### config.mk
export PLATFORM = sky130hd
export DESIGN_NAME = pwm3_unit
export DESIGN_NICKNAME = d
export VERILOG_FILES = /design/src/rtl/pwm3_pkg.sv /design/src/rtl/pwm3_shadow.sv /design/src/rtl/pwm3_timer.sv /design/src/rtl/pwm3_leg.sv /design/src/rtl/pwm3_unit.sv
export SDC_FILE = /design/constraint.sdc
export NUM_CORES = 1
export LEC_CHECK = 0
export BUFFER_PORTS_ARGS = -buffer_cell sky130_fd_sc_hd__buf_2
export CAP_MARGIN = 10
export CORE_MARGIN = 2
export CORE_UTILIZATION = 56
export DETAILED_ROUTE_END_ITERATION = 10
export GPL_ROUTABILITY_DRIVEN = 0
export PLACE_DENSITY = 0.74
export SETUP_SLACK_MARGIN = 0.15
export SYNTH_ARGS = -nofsm -noshare
export SYNTH_HDL_FRONTEND = slang
export SYNTH_SLANG_ARGS = --single-unit
### constraint.sdc
create_clock -name clk -period 10.81 [get_ports clk]
set_input_delay 2.162 -clock clk [delete_from_list [all_inputs] [get_ports clk]]
set_output_delay 2.162 -clock clk [all_outputs]
set_load 0.05 [all_outputs]
### src/rtl/pwm3_pkg.sv
package pwm3_pkg;
  // Register addresses; duty registers of phase i sit at ADDR_DUTY0 + i
  localparam int ADDR_PERIOD = 0;
  localparam int ADDR_DUTY0  = 1;
  localparam int ADDR_DEAD   = 4;
  localparam int ADDR_SYNC   = 5;
  localparam int ADDR_W      = 3;
endpackage

### src/rtl/pwm3_shadow.sv
module pwm3_shadow #(
  parameter int CW  = 10,
  parameter int NPH = 3
) (
  input  logic                     clk,
  input  logic                     rst,
  input  logic                     wr_en,
  input  logic [2:0]               wr_addr,
  input  logic [CW-1:0]            wr_data,
  output logic [CW-1:0]            sh_per,
  output logic [CW-1:0]            sh_dead,
  output logic [CW-1:0]            sh_sync,
  output logic [NPH-1:0][CW-1:0]   sh_duty,
  output logic                     all_set,
  output logic                     per_first
);
  import pwm3_pkg::*;

  logic           per_seen;
  logic [NPH-1:0] duty_seen;

  wire hit_per  = wr_en && (wr_addr == ADDR_W'(ADDR_PERIOD));
  wire hit_dead = wr_en && (wr_addr == ADDR_W'(ADDR_DEAD));
  wire hit_sync = wr_en && (wr_addr == ADDR_W'(ADDR_SYNC));

  assign per_first = hit_per && !per_seen;
  assign all_set   = per_seen && (&duty_seen);

  always_ff @(posedge clk) begin
    if (rst) begin
      per_seen <= 1'b0;
      sh_per   <= '0;
      sh_dead  <= '0;
      sh_sync  <= '0;
    end else begin
      if (hit_per) begin
        sh_per   <= wr_data;
        per_seen <= 1'b1;
      end
      if (hit_dead) sh_dead <= wr_data;
      if (hit_sync) sh_sync <= wr_data;
    end
  end

  for (genvar i = 0; i < NPH; i++) begin : g_duty
    wire hit_duty = wr_en && (wr_addr == ADDR_W'(ADDR_DUTY0 + i));
    always_ff @(posedge clk) begin
      if (rst) begin
        sh_duty[i]   <= '0;
        duty_seen[i] <= 1'b0;
      end else if (hit_duty) begin
        sh_duty[i]   <= wr_data;
        duty_seen[i] <= 1'b1;
      end
    end
  end
endmodule

### src/rtl/pwm3_timer.sv
module pwm3_timer #(
  parameter int CW  = 10,
  parameter int NPH = 3
) (
  input  logic                     clk,
  input  logic                     rst,
  input  logic                     dbl_mode,
  input  logic                     per_first,
  input  logic [CW-1:0]            wr_data,
  input  logic                     all_set,
  input  logic [CW-1:0]            sh_per,
  input  logic [CW-1:0]            sh_dead,
  input  logic [CW-1:0]            sh_sync,
  input  logic [NPH-1:0][CW-1:0]   sh_duty,
  output logic [CW-1:0]            cnt,
  output logic                     half,
  output logic                     run,
  output logic [CW-1:0]            act_per,
  output logic [CW-1:0]            act_dead,
  output logic [CW-1:0]            act_sync,
  output logic [NPH-1:0][CW-1:0]   act_duty
);
  logic          started;
  logic [CW:0]   cnt_nx;
  logic          wrap;

  assign cnt_nx = {1'b0, cnt} + {{CW{1'b0}}, 1'b1};
  assign wrap   = started && (cnt_nx >= {1'b0, act_per});

  always_ff @(posedge clk) begin
    if (rst) begin
      started  <= 1'b0;
      run      <= 1'b0;
      cnt      <= '0;
      half     <= 1'b0;
      act_per  <= '0;
      act_dead <= '0;
      act_sync <= '0;
      act_duty <= '0;
    end else if (per_first) begin
      // single: start mid first half; double: start at the midpoint
      started <= 1'b1;
      act_per <= wr_data;
      half    <= dbl_mode;
      cnt     <= dbl_mode ? '0 : (wr_data >> 1);
    end else if (started) begin
      if (wrap) begin
        cnt  <= '0;
        half <= ~half;
        if (half || dbl_mode) begin
          act_per  <= sh_per;
          act_dead <= sh_dead;
          act_sync <= sh_sync;
          act_duty <= sh_duty;
        end
        if (half && all_set) run <= 1'b1;
      end else begin
        cnt <= cnt_nx[CW-1:0];
      end
    end
  end
endmodule

### src/rtl/pwm3_leg.sv
module pwm3_leg #(
  parameter int CW = 10
) (
  input  logic [CW-1:0] cnt,
  input  logic          half,
  input  logic          run,
  input  logic [CW-1:0] per,
  input  logic [CW-1:0] dead,
  input  logic [CW-1:0] duty,
  output logic          hi,
  output logic          lo
);
  logic [CW:0] d_x, t_x, p_x, c_x, diff, sum, hi_len, lo_len;

  always_comb begin
    d_x    = {1'b0, duty};
    t_x    = {1'b0, dead};
    p_x    = {1'b0, per};
    c_x    = {1'b0, cnt};
    diff   = d_x - t_x;
    sum    = d_x + t_x;
    hi_len = (d_x > t_x) ? ((diff > p_x) ? p_x : diff) : '0;
    lo_len = (p_x > sum) ? (p_x - sum) : '0;
    if (!run) begin
      hi = 1'b0;
      lo = 1'b0;
    end else if (!half) begin
      // first half: low side at the start, high side at the end
      hi = (c_x >= p_x - hi_len);
      lo = (c_x < lo_len);
    end else begin
      hi = (c_x < hi_len);
      lo = (c_x >= p_x - lo_len);
    end
  end
endmodule

### src/rtl/pwm3_unit.sv
module pwm3_unit #(
  parameter int CW  = 10,
  parameter int NPH = 3
) (
  input  logic           clk,
  input  logic           rst,
  input  logic           dbl_mode,
  input  logic           wr_en,
  input  logic [2:0]     wr_addr,
  input  logic [CW-1:0]  wr_data,
  output logic [NPH-1:0] gate_hi,
  output logic [NPH-1:0] gate_lo,
  output logic           sync_out,
  output logic           half_stat
);
  logic [CW-1:0]           sh_per, sh_dead, sh_sync;
  logic [NPH-1:0][CW-1:0]  sh_duty;
  logic                    all_set, per_first;
  logic [CW-1:0]           cnt, act_per, act_dead, act_sync;
  logic [NPH-1:0][CW-1:0]  act_duty;
  logic                    half, run;

  pwm3_shadow #(.CW(CW), .NPH(NPH)) u_shadow (
    .clk(clk), .rst(rst), .wr_en(wr_en), .wr_addr(wr_addr), .wr_data(wr_data),
    .sh_per(sh_per), .sh_dead(sh_dead), .sh_sync(sh_sync), .sh_duty(sh_duty),
    .all_set(all_set), .per_first(per_first)
  );

  pwm3_timer #(.CW(CW), .NPH(NPH)) u_timer (
    .clk(clk), .rst(rst), .dbl_mode(dbl_mode), .per_first(per_first),
    .wr_data(wr_data), .all_set(all_set),
    .sh_per(sh_per), .sh_dead(sh_dead), .sh_sync(sh_sync), .sh_duty(sh_duty),
    .cnt(cnt), .half(half), .run(run),
    .act_per(act_per), .act_dead(act_dead), .act_sync(act_sync), .act_duty(act_duty)
  );

  for (genvar i = 0; i < NPH; i++) begin : g_leg
    pwm3_leg #(.CW(CW)) u_leg (
      .cnt(cnt), .half(half), .run(run), .per(act_per), .dead(act_dead),
      .duty(act_duty[i]), .hi(gate_hi[i]), .lo(gate_lo[i])
    );
  end

  assign sync_out  = run && !half && (cnt <= act_sync);
  assign half_stat = half;
endmodule

==> summary.txt <==
H-tree levels = 4
Post-DP HPWL = 34.8 mm
CP required = 8.65 ns
FMAX = 102 MHz
Synth cell count leaders = 338 x nand2_1, 312 x ha_1, 248 x a21oi_1
Largest area contributor in the netlist = ha_1
Final nets = 2406
Vias in the first global route = 13.8k
Yosys top cell area share = 24.8%
GRT Total Usage = 31.7%
Largest net degree at the start of global routing = 86
Clock latency at the later pin of the worst-skew pair = 0.41 ns
Number of remaining DRC errors = 0
Worst vdd ir = 0.109 mV
Total wire length = 46.7 mm
Top cells by area, synth = ha_1 25%, dfxtp_1 17%, nand2_1 8.0%, a21oi_1 7.9%, xnor2_1 3.9%
ANT cells = 0
Row Count = 61
Vias after detailed routing = 15.0k
Measured slew at the worst slew-check pin = 1.06 ns
Mapped cell area = 15800 um^2
Num CTS Buffers = 17
Initial DRT Pass Iterations = 6
Worst path slowest cell = dfxtp_1
Via density = 6.10
Crit share post-route = 91.1%
Mapped Nets = 2421
Synth Flop Type = dfxtp_1
Post-CTS Setup Inserts = 0
Max Slew Vio Count = 0
Ports = 25
Maximum fanout along the worst path = 13
Core Util, Final = 60.2%
Clock skew = 0.00778 ns
Root Buffer Master = clkbuf_16
Asr flop ratio synth = 0%
Kind of critical path = reg -> out
Crit path time final = 9.85 ns
Post-synth EDFFs = 0
Placed insts = 2421
Top-count cell post-synth = nand2_1
Max Cap Viol = 0
PostCTS Resize Cnt = 0
Startpoint Class = flip-flop
Critical path arrival = 7.69 ns
Drt wl/cell = 19.0 um
Initial antenna violation count = 0
Syn Area/Cell = 7.59 um^2
Layout Area Growth over Synthesis = 6.10%
Clock sinks = 137
Core area = 27800 um^2
Critical Path End Type = output port
Pwr Density = 97.3 nW/um^2
Layout cells sized above 1 = 5.78%
Hold-fix buffers, CTS = 0
Synth Warn # = 0
Unique cell type count in the Yosys netlist = 77
R2R setup slack = 6.83 ns
Final setup viols = 0
Routed Antenna Nets = 0
Port bufs = 24
Die W = 172 um
CTS tree = done
Final setup margin = 0.959 ns
Non-Filler Instances = 2453
Die Footprint = 29500 um^2
Grt total ovfl = 0
DIE HEIGHT = 172 um
Setup tns final = 0 ns
#FFs+latches synth = 137
Final Hold Vio Count = 0
Status = completed
HP Class = reg -> reg
RSZ-0062 raised after global routing = false
Clock Tree Buf Depth = 2
First-pass GRT wire length = 73.2 mm
Leakage = 7.44 nW
Pre-CTS WS = 1.45 ns
Starting Density = 56.8%
Sequential area share after synthesis = 17.4%
Cells after synthesis = 2077
Max incr delay on CP = 0.72 ns
CP top delay family = compound AO/OA/AOI/OAI gates
DRT iter0 DRCs = 1278
Pwr Total = 1.63 mW
Buf+Inv Stages, Crit Path = 2
Most used cell, CP = o21ai_0
Clock-pin transition on the worst setup and hold timing paths = 0.06 ns
Rel. slew slack = 29.0%
[sequential cells by signal (all words and copies together) (netlist names)]
register	flops
u_shadow.sh_sync	10
u_timer.half	1
u_shadow.sh_per	10
u_timer.act_duty	30
u_timer.run	1
u_timer.act_per	10
u_shadow.per_seen	1
u_timer.act_sync	10
u_shadow.sh_dead	10
u_shadow.sh_duty	30
u_timer.act_dead	10
u_shadow.duty_seen	3
u_timer.cnt	10
u_timer.started	1
[metrics by stage]
stage,instance area [um^2],hold WS [ns]
3_3_place_gp,16200,0.439
4_1_cts,16700,0.449
2_1_floorplan,15800,0.432
5_1_grt,16700,0.470
3_5_place_dp,16200,0.443
6_report,16700,0.451
[worst min-delay path, cell delays in order (launching register included)]
cell	delay [ns]
dfxtp_1	0.31
nand2_1	0.05
a21oi_1	0.05
[placed cells by master, fill, tap and decap left out, types with 42 or more instances in the layout]
cell,synthesis,routed
ha_1,312,312
inv_1,115,115
nand3_1,42,42
nand2_1,338,338
o21ai_0,108,108
xnor2_1,71,71
a21oi_1,248,248
nor2_1,110,110
dfxtp_1,137,137
a21o_1,58,58
nor2b_1,45,45
[worst paths after layout]
path                                    startpoint                                to  cells past startpoint
setup / recovery  u_timer.act_dead[1]$_SDFFE_PP0P_                        gate_hi[0]                     34
hold / removal    u_shadow.sh_dead[7]$_SDFFE_PP0P_  u_timer.act_dead[7]$_SDFFE_PP0P_                      2
setup reg to reg       u_timer.cnt[3]$_SDFFE_PP0P_  u_timer.act_dead[0]$_SDFFE_PP0P_                     13
hold reg to reg   u_shadow.sh_dead[7]$_SDFFE_PP0P_  u_timer.act_dead[7]$_SDFFE_PP0P_                      2
[layer usage]
metal  wire (um)  up-vias  track usage, %
met1       21000     6925            43.7
met3        3310      115            3.91
met4        1960        0            12.9
met5           0        -               0
li1            -     7336               -
met2       20400      578            50.1
[power breakdown]
part           switching (mW)  total [mW]  leakage [nW]  internal [mW]
combinational           0.330       0.568          6.07          0.238
sequential            0.00906       0.523          1.11          0.514
clock                   0.237       0.538         0.257          0.300
[cells by family (layout without fill, tap and decap cells)]
family | count (synthesis) | after routing | synth area share [%]
buffers and inverters | 200 | 198 | 5.24
DFF | 137 | 137 | 17.4
muxes | 20 | 20 | 1.40
xor gates and xnor gates | 107 | 107 | 5.94
adders and majority gates | 327 | 327 | 26.7
AOI/OAI and AO/OA | 583 | 583 | 22.8
and+or+nand+nor | 703 | 703 | 20.6
[area by class of cell]
class | count | area, um^2
Clock buffer | 17 | 425
Clock inverter | 15 | 128
Fill cell | 2561 | 11000
Multi-Input combinational cell | 1740 | 12200
Timing Repair Buffer | 51 | 325
Tap cell | 378 | 473
Sequential cell | 137 | 2740
Inverter | 115 | 432
Note: power is estimated with default switching activity, not from simulation.
